===== config.mk =====
export PLATFORM = sky130hd
export DESIGN_NAME = extint_ctrl
export DESIGN_NICKNAME = d
export VERILOG_FILES = /design/src/rtl/extint_pkg.sv /design/src/rtl/extint_sync.sv /design/src/rtl/extint_sense.sv /design/src/rtl/extint_group.sv /design/src/rtl/extint_ctrl.sv
export SDC_FILE = /design/constraint.sdc
export NUM_CORES = 1
export LEC_CHECK = 0
export BUFFER_PORTS_ARGS = -buffer_cell sky130_fd_sc_hd__buf_4
export CAP_MARGIN = 5
export CELL_PAD_IN_SITES_DETAIL_PLACEMENT = 2
export CELL_PAD_IN_SITES_GLOBAL_PLACEMENT = 2
export CORE_ASPECT_RATIO = 0.7
export CORE_MARGIN = 8
export CORE_UTILIZATION = 33
export CTS_CLUSTER_DIAMETER = 60
export DETAILED_ROUTE_END_ITERATION = 10
export PLACE_DENSITY = 0.76
export SYNTH_ARGS = -nofsm -noshare
export SYNTH_HDL_FRONTEND = slang
export SYNTH_SLANG_ARGS = --single-unit

===== constraint.sdc =====
create_clock -name clk -period 1.15 [get_ports clk]
set_input_delay 0.0575 -clock clk [delete_from_list [all_inputs] [get_ports clk]]
set_output_delay 0.0575 -clock clk [all_outputs]
set_load 0.05 [all_outputs]

===== src/rtl/extint_pkg.sv =====
package extint_pkg;

    typedef enum logic [1:0] {
        SENSE_LOW  = 2'b00,
        SENSE_ANY  = 2'b01,
        SENSE_FALL = 2'b10,
        SENSE_RISE = 2'b11
    } sense_e;

    localparam int NUM_GROUPS     = 3;
    localparam int NUM_PINS       = 18;
    localparam int REG_W          = 8;
    localparam int ADDR_W         = 3;
    localparam int SYNC_STAGES    = 2;

    localparam int CTRL_SENSE_LSB = 6;
    localparam int IMASK_EXT_BIT  = 0;
    localparam int IMASK_GRP_LSB  = 4;

    localparam int ADDR_CTRL      = 0;
    localparam int ADDR_IMASK     = 1;
    localparam int ADDR_PMASK0    = 2;

    // lowest pin index of group g
    function automatic int grp_lo(input int g);
        case (g)
            0:       return 0;
            1:       return 8;
            default: return 12;
        endcase
    endfunction

    // number of pins in group g
    function automatic int grp_w(input int g);
        case (g)
            0:       return 8;
            1:       return 4;
            default: return 6;
        endcase
    endfunction

    function automatic logic [REG_W-1:0] grp_mask(input int g);
        return (REG_W'(1) << grp_w(g)) - REG_W'(1);
    endfunction

endpackage


===== src/rtl/extint_sync.sv =====
module extint_sync #(
    parameter int W      = 1,
    parameter int STAGES = 2
) (
    input  logic         clk,
    input  logic         rst,
    input  logic [W-1:0] d,
    output logic [W-1:0] cur,
    output logic [W-1:0] prev
);
    logic [W-1:0] stg [STAGES];

    always_ff @(posedge clk) begin
        if (rst) begin
            for (int i = 0; i < STAGES; i++) stg[i] <= '0;
            prev <= '0;
        end else begin
            stg[0] <= d;
            for (int i = 1; i < STAGES; i++) stg[i] <= stg[i-1];
            prev <= stg[STAGES-1];
        end
    end

    assign cur = stg[STAGES-1];
endmodule


===== src/rtl/extint_sense.sv =====
module extint_sense
    import extint_pkg::*;
(
    input  logic   clk,
    input  logic   rst,
    input  logic   cur,
    input  logic   prev,
    input  sense_e mode,
    input  logic   en,
    input  logic   gie,
    input  logic   ack,
    output logic   irq
);
    logic evt, hit, pend_q;

    always_comb begin
        case (mode)
            SENSE_ANY:  evt = cur ^ prev;
            SENSE_FALL: evt = prev & ~cur;
            SENSE_RISE: evt = cur & ~prev;
            default:    evt = 1'b0;
        endcase
    end

    assign hit = en & evt;

    always_ff @(posedge clk) begin
        if (rst) pend_q <= 1'b0;
        else     pend_q <= hit | (pend_q & ~ack);
    end

    assign irq = gie & en & ((mode == SENSE_LOW) ? ~cur : pend_q);


    pend_hold_chk: assert property (@(posedge clk) disable iff (rst)
        (pend_q && !ack) |=> pend_q);


    ack_clear_chk: assert property (@(posedge clk) disable iff (rst)
        (pend_q && ack && !hit) |=> !pend_q);
endmodule


===== src/rtl/extint_group.sv =====
module extint_group #(
    parameter int W = 8
) (
    input  logic         clk,
    input  logic         rst,
    input  logic [W-1:0] cur,
    input  logic [W-1:0] prev,
    input  logic [W-1:0] pmask,
    input  logic         en,
    input  logic         gie,
    input  logic         ack,
    output logic         irq
);
    logic hit, pend_q;

    assign hit = en & (|((cur ^ prev) & pmask));

    always_ff @(posedge clk) begin
        if (rst) pend_q <= 1'b0;
        else     pend_q <= hit | (pend_q & ~ack);
    end

    assign irq = gie & en & pend_q;


    grp_disabled_chk: assert property (@(posedge clk) disable iff (rst)
        (!en && !pend_q) |=> !pend_q);


    grp_quiet_chk: assert property (@(posedge clk) disable iff (rst)
        (cur == prev && !pend_q) |=> !pend_q);
endmodule


===== src/rtl/extint_ctrl.sv =====
module extint_ctrl
    import extint_pkg::*;
(
    input  logic                  clk,
    input  logic                  rst,
    input  logic                  reg_wr,
    input  logic [ADDR_W-1:0]     reg_addr,
    input  logic [REG_W-1:0]      reg_wdata,
    output logic [REG_W-1:0]      reg_rdata,
    input  logic                  gie,
    input  logic                  ext_pin,
    input  logic [NUM_PINS-1:0]   pc_pins,
    input  logic                  ack_ext,
    input  logic [NUM_GROUPS-1:0] ack_grp,
    output logic                  irq_ext,
    output logic [NUM_GROUPS-1:0] irq_grp
);
    localparam int SW = NUM_PINS + 1;

    sense_e                  sense_q;
    logic                    ext_en_q;
    logic [NUM_GROUPS-1:0]   grp_en_q;
    logic [REG_W-1:0]        pmask_q [NUM_GROUPS];
    logic [SW-1:0]           s_cur, s_prev;

    // register writes
    always_ff @(posedge clk) begin
        if (rst) begin
            sense_q  <= SENSE_LOW;
            ext_en_q <= 1'b0;
            grp_en_q <= '0;
            for (int g = 0; g < NUM_GROUPS; g++) pmask_q[g] <= '0;
        end else if (reg_wr) begin
            if (reg_addr == ADDR_W'(ADDR_CTRL))
                sense_q <= sense_e'(reg_wdata[CTRL_SENSE_LSB +: 2]);
            if (reg_addr == ADDR_W'(ADDR_IMASK)) begin
                ext_en_q <= reg_wdata[IMASK_EXT_BIT];
                grp_en_q <= reg_wdata[IMASK_GRP_LSB +: NUM_GROUPS];
            end
            for (int g = 0; g < NUM_GROUPS; g++)
                if (reg_addr == ADDR_W'(ADDR_PMASK0 + g))
                    pmask_q[g] <= reg_wdata & grp_mask(g);
        end
    end

    // register reads
    always_comb begin
        reg_rdata = '0;
        if (reg_addr == ADDR_W'(ADDR_CTRL))
            reg_rdata[CTRL_SENSE_LSB +: 2] = sense_q;
        if (reg_addr == ADDR_W'(ADDR_IMASK)) begin
            reg_rdata[IMASK_EXT_BIT]                = ext_en_q;
            reg_rdata[IMASK_GRP_LSB +: NUM_GROUPS]  = grp_en_q;
        end
        for (int g = 0; g < NUM_GROUPS; g++)
            if (reg_addr == ADDR_W'(ADDR_PMASK0 + g))
                reg_rdata = pmask_q[g];
    end

    extint_sync #(.W(SW), .STAGES(SYNC_STAGES)) u_sync (
        .clk  (clk),
        .rst  (rst),
        .d    ({ext_pin, pc_pins}),
        .cur  (s_cur),
        .prev (s_prev)
    );

    extint_sense u_sense (
        .clk  (clk),
        .rst  (rst),
        .cur  (s_cur[NUM_PINS]),
        .prev (s_prev[NUM_PINS]),
        .mode (sense_q),
        .en   (ext_en_q),
        .gie  (gie),
        .ack  (ack_ext),
        .irq  (irq_ext)
    );

    for (genvar g = 0; g < NUM_GROUPS; g++) begin : g_grp
        localparam int LO = grp_lo(g);
        localparam int GW = grp_w(g);
        extint_group #(.W(GW)) u_grp (
            .clk   (clk),
            .rst   (rst),
            .cur   (s_cur[LO +: GW]),
            .prev  (s_prev[LO +: GW]),
            .pmask (pmask_q[g][GW-1:0]),
            .en    (grp_en_q[g]),
            .gie   (gie),
            .ack   (ack_grp[g]),
            .irq   (irq_grp[g])
        );
    end


    imask_rsvd_chk: assert property (@(posedge clk) disable iff (rst)
        (reg_addr == ADDR_W'(ADDR_IMASK)) |-> (reg_rdata[7] == 1'b0 && reg_rdata[3:1] == 3'b000));


    gie_gate_chk: assert property (@(posedge clk) disable iff (rst)
        !gie |-> (irq_ext == 1'b0 && irq_grp == '0));
endmodule


Yosys cells after proc, flatten, opt, wreduce, memory -nomap -nowiden:

Memories as Yosys holds them, arrays and structs flattened.
Index checks and enable logic that the tools add are counted.

* flip-flop bits (word level): 29
* RAM bits: 62
* word-level logic and storage cells: 110
* memories kept: 2

Memory list
* u_sync.stg: words 2, bits a word 19, rd ports 2, clocked after Yosys merged registers in 0, wr ports 2, RTL line extint_sync.sv:11 `logic [W-1:0] stg [STAGES];`
* pmask_q: words 3, bits a word 8, rd ports 3, clocked after Yosys merged registers in 0, wr ports 3, RTL line extint_ctrl.sv:23 `logic [REG_W-1:0] pmask_q [NUM_GROUPS];`

* add/subtract/negate cells: 3
* eq/ne operators: 7
* shifts and indexed selects: 3
* multiplexer cells: 37
* bitwise operators: 43
* reductions and logical operators: 7

Operators with widths (number)
* $mux W32: 9
* $shl A1 B32 Y8 const A: 3
* $mux W8: 6
* $mux W19: 2
* $and A8 B8 Y8: 4
* $sub A8 B2 Y8 const B: 3
* $and A1 B1 Y1: 18
* $mux W1: 17
* $or A1 B1 Y1: 9
* $reduce_or A8 Y1: 1
* $xor A8 B8 Y8: 1
* $and A6 B6 Y6: 1
* $eq A3 B2 Y1 const B: 2
* $not A1 Y1: 6
* $reduce_or A6 Y1: 1
* $xor A6 B6 Y6: 1
* $and A4 B4 Y4: 1
* $eq A2 B2 Y1 const B: 2
* $reduce_and A2 Y1: 2
* $reduce_or A4 Y1: 1
* $xor A4 B4 Y4: 1
* $eq A3 B1 Y1 const B: 1
* $eq A3 B3 Y1 const B: 1
* $logic_not A3 Y1: 1
* other kinds (6): 6

Logic depth before layout (Yosys ltp):

Gate-level depths: netlist of run 1.

* word-level depth: 8
* mapped depth: 6
* gate-level depth less buffers: 6

Cells and area by module:

From an unflattened synthesis of run 1, not the netlist that was laid out.

* cell total of the unflattened synthesis: 284
* area total of the unflattened synthesis: 3268.1 sq um

By module, submodules not included
* extint_sync: times used 1, cells each 139, area an instance 1695.4 sq um, seq. area each 1141.1 sq um
* extint_ctrl: times used 1, cells each 88, area an instance 1093.5 sq um, seq. area each 660.6 sq um
* extint_group at g_grp[0].u_grp: times used 1, cells each 18, area an instance 150.1 sq um, seq. area each 20.0 sq um
* extint_group at g_grp[2].u_grp: times used 1, cells each 14, area an instance 121.4 sq um, seq. area each 20.0 sq um
* extint_sense: times used 1, cells each 14, area an instance 112.6 sq um, seq. area each 20.0 sq um
* extint_group at g_grp[1].u_grp: times used 1, cells each 11, area an instance 95.1 sq um, seq. area each 20.0 sq um

Worst setup path after synthesis of run 1:

No wires, ideal clock.

* path type: reg2out
* start point: register sense_q[1]
* end point: output port reg_rdata[7]
* arrival time: 1490 ps
* data required time: 1092 ps
* setup slack: -398 ps
* cell stages (with the launch flop): 3
* path buffers: 0
* path through: dfxtp_1 -> mux2i_1 -> nor3_1

* word-level cells in the longest chain between the ends: 4

RTL lines
* start: declaration: RTL line extint_ctrl.sv:20 `sense_e sense_q;`
* start signal: assignment: RTL line extint_ctrl.sv:35 `sense_q <= sense_e'(reg_wdata[CTRL_SENSE_LSB +: 2]);`
* $mux W2: RTL line extint_ctrl.sv:49 `if (reg_addr == ADDR_W'(ADDR_CTRL))`
* $mux W8 (3 in series): RTL line extint_ctrl.sv:56 `if (reg_addr == ADDR_W'(ADDR_PMASK0 + g))`
* end: declaration: RTL line extint_ctrl.sv:9 `output logic [REG_W-1:0] reg_rdata,`

No other way between the ends.

==> metrics.csv, run 1 <==
metric,value,unit
"commonest non-fill, non-tap cell in the layout",buf_4,
met3 usage,5.94,%
Switching Power,1580,uW
CP endpoint kind,output pin,
share of post-route cells with drive strength above 1,35.4,%
Crit Reg-Reg Endpoint,g_grp[0].u_grp.pend_q,
clk slew on worst S/H paths,0.06,ns
fmax,0.713,GHz
die height,97.3,microns
Startpoint Class,flip-flop,
first-pass GRT wire length,14300,microns
ys flop type,dfxtp_1,
Hold Startpoint,rst,
status,"finished, violations left",
Post-Synthesis Cells,266,
antenna cells,0,
Comb pwr share,11.0,%
filler instances,878,
vias in the first global route,2549,
post-DP HPWL,5930,microns
Final Wtd Congestion,0.781,
Rows,29,
DIE AREA,12900,sq um
Crit path arrival time,1.34,ns
clock period minus worst slack,1.40,ns
GRT busiest layer,met2,
"wirelength, routed",9720,microns
Max Cap Viol,0,
total track usage,14.5,%
ANT nets after route,0,
Yosys cell types,30,
Iteration-0 DRC Markers,143,
Cells after DPL,440,
Slew @ Worst Pin,0.415,ns
"Seq/Total Area, Yosys",60.4,%
RSZ-0062 raised after global routing,yes,
Critical Path RT,1.09,ns
grt total ovfl,0,
met2 usage,24.8,%
CTS Buffer Depth,2,
leak pwr,0.00192,uW
initial antenna violation count,0,
DR pass1 iterations,4,
Peak VDD IR,0.786,mV
ys async rst share,0,%
Hold Path Sink,sense_q[0],
syn_area_per_cell,11.7,sq um
"flops & latches, synth",85,
Starting Density,34.2,%
R2R cell count,4,
"EDFF count, synth",18,
WL/cell,19.6,microns
clock latency on the worst-skew pair,0.34,ns
Reg area,1900,sq um
CTS Sinks,85,
Multi-input gate area,1310,sq um
Mapped Area,3120,sq um
Rel. slew slack,72.3,%
setup violators final,14,
Yosys warning total,0,
IO Pins,50,
worst setup margin,-0.252,ns
syn_nets,306,
Hold Path Class,input port to flip-flop,
GRT met1 Usage,16.2,%
Clock power frac,41.0,%
switching share of power,23.3,%
H-tree depth,3,
FF-to-FF setup slack,-0.16,ns
Pins Over Slew Limit,0,
pin count of the biggest net entering global routing,49,
CTS buffer count,9,
core footprint,9110,sq um
CTS tree,yes,
failing checks,setup timing,
Via-to-Cell Ratio,4.60,
Nets,408,
critical path class,flip-flop to output pin,
Buffers on Ports,49,
Int Pwr,5200,uW
clk_skew,0.00495,ns
synth-to-layout area growth,47.7,%
Tcrit/Tclk final,122,%
Final Hold Vio Count,0,
hold path depth,2,
DRC Markers,0,
Power Density,1470,nW/um^2
via count,2284,
worst reg2reg startpoint,u_sync.prev[4],
Root Driver,clkbuf_16,
Post-Place Worst Slack,-0.128,ns
sequential power share,48.0,%
most frequent cells in the layout,"63 x buf_4, 61 x nor2b_1, 60 x dfxtp_1, 26 x dlygate4sd3_1",
"Cell Count, Final, Fillers Out",497,
Crit Path Max Fanout,3,
die width,132,microns
==> layer usage <==
| metal | share of wire (%) | up-vias |
|---|---|---|
| met3 | 5.0 | 15 |
| met4 | 1.6 | 0 |
| met2 | 50 | 53 |
| met5 | 0 | - |
| li1 | - | 1098 |
| met1 | 43 | 1118 |
==> sequential cells by signal, indices dropped and copies added, names as in the netlist <==
name	count
ext_en_q	1
g_grp.u_grp.pend_q	3
grp_en_q	3
pmask_q	18
sense_q	2
u_sense.pend_q	1
u_sync.prev	19
u_sync.stg	38
==> synth_stat cells (3+ instances only) <==
cell type | instances | area [sq um]
a21oi_1 | 5 | 25.0
a22o_1 | 9 | 78.8
a22oi_1 | 3 | 22.5
and2_1 | 8 | 50.1
and3_1 | 4 | 25.0
buf_4 | 4 | 30.0
clkbuf_1 | 8 | 30.0
dfxtp_1 | 67 | 1340
edfxtp_1 | 18 | 541
mux2i_1 | 13 | 130
nand2_1 | 5 | 18.8
nand2b_1 | 5 | 31.3
nor2_1 | 9 | 33.8
nor2b_1 | 63 | 394
o21ai_0 | 6 | 30.0
xor2_1 | 18 | 158
==> worst max-delay path, cell delays in order (launching register included) <==
cell     delay, ns
dfxtp_4       0.38
o31ai_4       0.26
and3_4        0.22
buf_8         0.14
==> per-stage QoR <==
step	total power (uW)	utilization [%]	hold WS (ns)	area (sq um)	TNS, ns
2_1_floorplan	3600	-	0.186	3160	-0.202
3_3_place_gp	3860	41.1	0.270	3750	-1.11
3_5_place_dp	3880	41.1	0.275	3750	-1.83
4_1_cts	6790	49.2	0.00679	4480	-1.57
5_1_grt	7040	50.5	0.0537	4600	-2.60
6_report	6780	50.5	0.0460	4600	-1.83
==> power by group through the flow <==
| stage | Sequential [uW] | Clock, uW | Combinational, uW |
|---|---|---|---|
| finish | 3260 | 2780 | 744 |
| global route | 3270 | 2970 | 794 |
| CTS | 3250 | 2830 | 702 |
| detailed placement | 3320 | 0 | 560 |
| global placement | 3310 | 0 | 543 |
| floorplan | 3290 | 0 | 313 |
==> kinds of logic after synthesis <==
logic type,count (synthesis),share of synthesized area (%)
AND/OR/NAND/NOR,100,20.0
adder cells (fa/ha/maj),2,0.803
XOR/XNOR,18,5.06
buffers and inverters,16,2.49
flip-flops,85,60.4
AO/OA/AOI/OAI,32,7.07
multiplexers,13,4.17
==> worst max path at each step <==
stage | start | endpoint | slack (ns)
after floorplan | reg_addr[1] | pmask_q[0][0] | -0.01
after global placement | reg_addr[1] | pmask_q[0][0] | -0.09
after detailed placement | u_sync.prev[7] | g_grp[0].u_grp.pend_q | -0.13
after CTS | u_sync.stg[0][37] | irq_ext | -0.22
after global routing | u_sync.stg[0][37] | irq_ext | -0.30
final | u_sync.stg[0][37] | irq_ext | -0.25
==> final cells by class <==
class                      instances  area share, %
sequential                        85           41.3
multi-input combinational        165           28.4
timing repair buffer             105           20.4
clock buffer                      12           5.82
tap                              124           3.37
clock inverter                     4          0.435
inverter                           2          0.217
==> timing repair <==
action | 4_1_cts | 5_1_grt
setup buffers | 10 | 5
hold buffers | 26 | 0
resized for setup | 35 | 20
endpoints found under the hold margin | 27 | 0
setup endpoints to repair | 15 | 15
pin swaps | 9 | 8
Power figures use the tool's default switching activity.
==> inputs of run 2 (changes only) <==
--- a/config.mk
+++ b/config.mk
@@ -5,16 +5,16 @@
 export SDC_FILE = /design/constraint.sdc
 export NUM_CORES = 1
 export LEC_CHECK = 0
-export BUFFER_PORTS_ARGS = -buffer_cell sky130_fd_sc_hd__buf_4
+export BUFFER_PORTS_ARGS = -buffer_cell sky130_fd_sc_hd__buf_2
 export CAP_MARGIN = 5
 export CELL_PAD_IN_SITES_DETAIL_PLACEMENT = 2
 export CELL_PAD_IN_SITES_GLOBAL_PLACEMENT = 2
 export CORE_ASPECT_RATIO = 0.7
 export CORE_MARGIN = 8
-export CORE_UTILIZATION = 33
+export CORE_UTILIZATION = 36
 export CTS_CLUSTER_DIAMETER = 60
 export DETAILED_ROUTE_END_ITERATION = 10
-export PLACE_DENSITY = 0.76
+export PLACE_DENSITY = 0.79
 export SYNTH_ARGS = -nofsm -noshare
 export SYNTH_HDL_FRONTEND = slang
 export SYNTH_SLANG_ARGS = --single-unit
==> constraint.sdc (replaced) <==
create_clock -name clk -period 1.6 [get_ports clk]
set_input_delay 0.08 -clock clk [delete_from_list [all_inputs] [get_ports clk]]
set_output_delay 0.08 -clock clk [all_outputs]
set_load 0.05 [all_outputs]
==> metrics.csv, run 2 (same netlist as run 1, synthesis figures left out) <==
metric,value,unit
R2R cell count,4,
clk_skew,0.00520,ns
Max stage delay on crit path,0.38,ns
fmax,0.675,GHz
CTS Buffer Depth,2,
Final Hold Vio Count,0,
FF-to-FF setup slack,0.32,ns
clock latency on the worst-skew pair,0.34,ns
setup violators final,0,
initial antenna violation count,0,
Critical Path RT,1.52,ns
worst reg2reg startpoint,u_sync.prev[10],
CP endpoint kind,output pin,
Via-to-Cell Ratio,4.51,
total track usage,14.0,%
first-pass GRT wire length,12600,microns
post-DP HPWL,5460,microns
"commonest non-fill, non-tap cell in the layout",dfxtp_1,
CTS buffer count,9,
clk slew on worst S/H paths,0.06,ns
Crit Path Max Fanout,2,
DIE AREA,11900,sq um
CTS tree,yes,
post-CTS setup buffers,0,
most frequent cells in the layout,"67 x dfxtp_1, 63 x nor2b_1, 47 x buf_2, 21 x dlygate4sd3_1",
worst hold margin,0.0274,ns
Regs by FF count,"u_sync.stg x38, u_sync.prev x19, pmask_q x18",
"wirelength, routed",7710,microns
Hold Path Sink,grp_en_q[1],
Final Wtd Congestion,0.751,
Root Driver,clkbuf_16,
Power Density,1160,nW/um^2
Rel. slew slack,73.5,%
Crit-path slowest cell,edfxtp_1,
share of post-route cells with drive strength above 1,20.3,%
die width,127,microns
Max Cap Viol,0,
DR pass1 iterations,4,
Multi-input gate area,1160,sq um
hold path depth,3,
Rows,28,
Pins Over Slew Limit,0,
"Most flops, register",u_sync.stg,
leak pwr,0.00169,uW
Slew @ Worst Pin,0.398,ns
"Design Area, Final",3940,sq um
Crit Reg-Reg Endpoint,g_grp[1].u_grp.pend_q,
CTS Sinks,85,
WL/cell,16.8,microns
Hold Startpoint,reg_wdata[5],
IO Pins,50,
Buffers on Ports,49,
status,"finished, final reports clean",
Crit path arrival time,1.40,ns
cell area after placement,3460,sq um
grt total ovfl,0,
pin count of the biggest net entering global routing,36,
core footprint,8440,sq um
antenna cells,0,
synth-to-layout area growth,26.5,%
RSZ-0062 raised after global routing,no,
Cells after DPL,423,
H-tree depth,3,
Startpoint Class,flip-flop,
Pwr Total,4580,uW
crit-path cells,mux2i_1 > o21ai_0 > buf_2,
critical path class,flip-flop to output pin,
max FFs per register,38,
via count,2076,
Iteration-0 DRC Markers,101,
CP Buf/Inv Count,1,
family with the most delay on the worst path,flip-flops,
Peak VDD IR,0.666,mV
ANT nets after route,0,
Nets,375,
Tcrit/Tclk final,92.6,%
Final TNS setup,0,ns
clock period minus worst slack,1.48,ns
Hold Path Class,input port to flip-flop,
die height,93.9,microns
Starting Density,36.9,%
DRC Markers,0,
filler instances,858,
vias in the first global route,2335,
Reg area,1880,sq um
"Cell Count, Final, Fillers Out",460,
## run 2: timing repair
| action | in CTS | in global routing |
|---|---|---|
| hold buffers | 21 | 0 |
| endpoints found under the hold margin | 21 | 0 |
| resized for setup | 0 | 3 |
| setup endpoints to repair | 0 | 2 |
## run 2: layer usage
layer | track usage [%] | part of all wire, % | vias to the layer above
met5 | 0 | 0 | -
met4 | 4.44 | 1.0 | 0
met3 | 5.67 | 5.2 | 8
met2 | 22.1 | 47 | 41
met1 | 17.2 | 47 | 1005
li1 | - | - | 1022
## run 2: through the flow
stage	util (%)	setup WS, ns
after global placement	40.9	0.192
after global routing	46.7	0.0255
after CTS	46.6	0.0178
final	46.7	0.119
after detailed placement	40.9	0.0994
after floorplan	-	0.0298
## run 2: how the worst max path moves through the flow
| stage | cells past startpoint | start | to |
|---|---|---|---|
| 3_5_place_dp | 5 | reg_addr[0] | pmask_q[0][3] |
| 3_3_place_gp | 5 | reg_addr[0] | pmask_q[0][3] |
| 2_1_floorplan | 2 | sense_q[1] | reg_rdata[7] |
| 4_1_cts | 3 | pmask_q[0][3] | reg_rdata[3] |
| 5_1_grt | 5 | sense_q[0] | reg_rdata[6] |
| 6_report | 3 | pmask_q[0][1] | reg_rdata[1] |
## run 2: worst register-to-register path: stages (launching register included)
cell and delay [ns]:
dfxtp_1 0.30, xor2_1 0.18, a22o_1 0.25, o21ai_0 0.29, a21oi_1 0.12
## run 2: report_power, final
group / leakage (uW) / switching (uW) / total (uW) / internal, uW
combinational: 0.000828 / 196 / 365 / 169
clock: 0.000134 / 817 / 1870 / 1060
sequential: 0.000724 / 55.1 / 2340 / 2290
## run 2: final cells by class
class | instances | share of cell area [%]
timing repair buffer | 72 | 12.1
clock buffer | 11 | 5.90
tap | 120 | 3.81
inverter | 2 | 0.190
multi-input combinational | 165 | 29.4
sequential | 85 | 47.7
clock inverter | 5 | 0.921
==> inputs of run 3 (changes only) <==
--- a/config.mk
+++ b/config.mk
@@ -5,7 +5,7 @@
 export SDC_FILE = /design/constraint.sdc
 export NUM_CORES = 1
 export LEC_CHECK = 0
-export BUFFER_PORTS_ARGS = -buffer_cell sky130_fd_sc_hd__buf_2
+export BUFFER_PORTS_ARGS = -buffer_cell sky130_fd_sc_hd__buf_4
 export CAP_MARGIN = 5
 export CELL_PAD_IN_SITES_DETAIL_PLACEMENT = 2
 export CELL_PAD_IN_SITES_GLOBAL_PLACEMENT = 2
==> metrics.csv, run 3 (same netlist as run 1, synthesis figures left out) <==
metric,value,unit
most frequent cells in the layout,"67 x dfxtp_1, 63 x nor2b_1, 49 x buf_4, 22 x dlygate4sd3_1",
first-pass GRT wire length,12800,microns
Crit Path Max Fanout,2,
RSZ-0062 raised after global routing,no,
Root Driver,clkbuf_16,
critical path class,flip-flop to output pin,
fin util,48.4,%
Final Hold Vio Count,0,
crit-path cells,mux2i_1 > o21ai_0 > buf_4,
die height,93.9,microns
Buffers on Ports,49,
status,"finished, final reports clean",
antenna cells,0,
"Most flops, register",u_sync.stg,
max FFs per register,38,
clk slew on worst S/H paths,0.07,ns
clock period minus worst slack,1.52,ns
initial antenna violation count,0,
Worst Setup SP,pmask_q[0][1],
Starting Density,36.9,%
IO Pins,50,
worst reg2reg startpoint,u_sync.prev[4],
CTS Sinks,85,
Max stage delay on crit path,0.38,ns
clock latency on the worst-skew pair,0.34,ns
CTS buffer count,9,
H-tree depth,3,
Rel. slew slack,72.4,%
die width,127,microns
FF-to-FF setup slack,0.25,ns
CP endpoint,reg_rdata[1],
WL/cell,16.9,microns
Hold Path Class,input port to flip-flop,
Pwr Total,4690,uW
share of post-route cells with drive strength above 1,20.6,%
"wirelength, routed",7760,microns
Tcrit/Tclk final,95.2,%
Via-to-Cell Ratio,4.51,
highest metal used,met4,
Nets,375,
Iteration-0 DRC Markers,104,
filler instances,848,
grt total ovfl,0,
DIE AREA,11900,sq um
Slew @ Worst Pin,0.409,ns
leak pwr,0.00173,uW
CTS tree,yes,
fmax,0.657,GHz
Crit-path slowest cell,edfxtp_1,
post-DP HPWL,5460,microns
R2R cell count,4,
via count,2076,
Final TNS setup,0,ns
CTS Buffer Depth,2,
Rows,28,
ANT nets after route,0,
met3 wire length,323,microns
CP endpoint kind,output pin,
Final Wtd Congestion,0.812,
"commonest non-fill, non-tap cell in the layout",dfxtp_1,
core footprint,8440,sq um
Power Density,1150,nW/um^2
DRC Markers,0,
pin count of the biggest net entering global routing,66,
Startpoint Class,flip-flop,
Critical Path RT,1.52,ns
Regs by FF count,"u_sync.stg x38, u_sync.prev x19, pmask_q x18",
Max Cap Viol,0,
Pins Over Slew Limit,0,
hold path depth,3,
Peak VDD IR,0.616,mV
DR pass1 iterations,4,
Reg area,1880,sq um
setup violators final,0,
Crit Reg-Reg Endpoint,g_grp[0].u_grp.pend_q,
DR WL met2,3590,microns
wire length on met1,3770,microns
post-CTS setup buffers,0,
Crit path arrival time,1.44,ns
clk_skew,0.00837,ns
total track usage,14.0,%
Multi-input gate area,1160,sq um
synth-to-layout area growth,31.1,%
vias in the first global route,2326,
## run 3: cell count changes in the layout (fill, tap and decap cells not counted), moves of 2 or more
cell / before / now
buf_2: 47 / 0
buf_4: 2 / 49
clkbuf_1: 2 / 0
clkbuf_4: 2 / 0
inv_6: 1 / 3
## run 3: layout make-up
cell class	instances	area share, %
clock inverters	7	1.38
flip-flops and latches	85	46.1
multi-input cells	165	28.3
inverters	2	0.184
well taps	120	3.67
repair buffers	72	14.9
clock buffers	9	5.51
## run 3: stage by stage
| stage | hold slack [ns] | area [sq um] | cells | setup WS, ns |
|---|---|---|---|---|
| 2_1_floorplan | 0.208 | 3120 | 266 | 0.0298 |
| 3_3_place_gp | 0.290 | 3580 | 422 | 0.313 |
| 3_5_place_dp | 0.298 | 3580 | 422 | 0.218 |
| 4_1_cts | 0.00165 | 4090 | 460 | 0.0869 |
| 5_1_grt | 0.0157 | 4090 | 460 | 0.0248 |
| 6_report | 0.0197 | 4090 | 460 | 0.0772 |
## run 3: how the worst min path moves through the flow
stage / startpoint / end / slack [ns]
floorplan: pc_pins[0] / u_sync.stg[0][0] / 0.21
global placement: pc_pins[13] / u_sync.stg[0][13] / 0.29
detailed placement: pc_pins[13] / u_sync.stg[0][13] / 0.30
CTS: ack_ext / u_sense.pend_q / 0.002
global route: ack_ext / u_sense.pend_q / 0.02
finish: ack_ext / u_sense.pend_q / 0.02
## run 3: worst max-delay path: cells and delay by family, from the launching register on
kind            cells  cell delay [ns]
compound gates      1             0.35
mux                 1             0.09
flops               1             0.38
buf+inv             1             0.28
## run 3: what timing repair did
action,CTS,global route
gates resized for setup,0,0
hold endpoints to repair,22,0
endpoints found under the setup margin,0,0
hold buffers,22,0
## run 3: power by group
group	total [uW]	internal [uW]	switching, uW
Combinational	400	203	197
Sequential	2340	2290	56.5
Clock	1950	1080	872
Total	4690	3570	1120
## run 3: metal layers
layer / GRT usage [%] / up-vias
met4: 4.54 / 0
met5: 0 / -
li1: - / 1025
met2: 22.0 / 38
met1: 17.8 / 1007
met3: 4.88 / 6
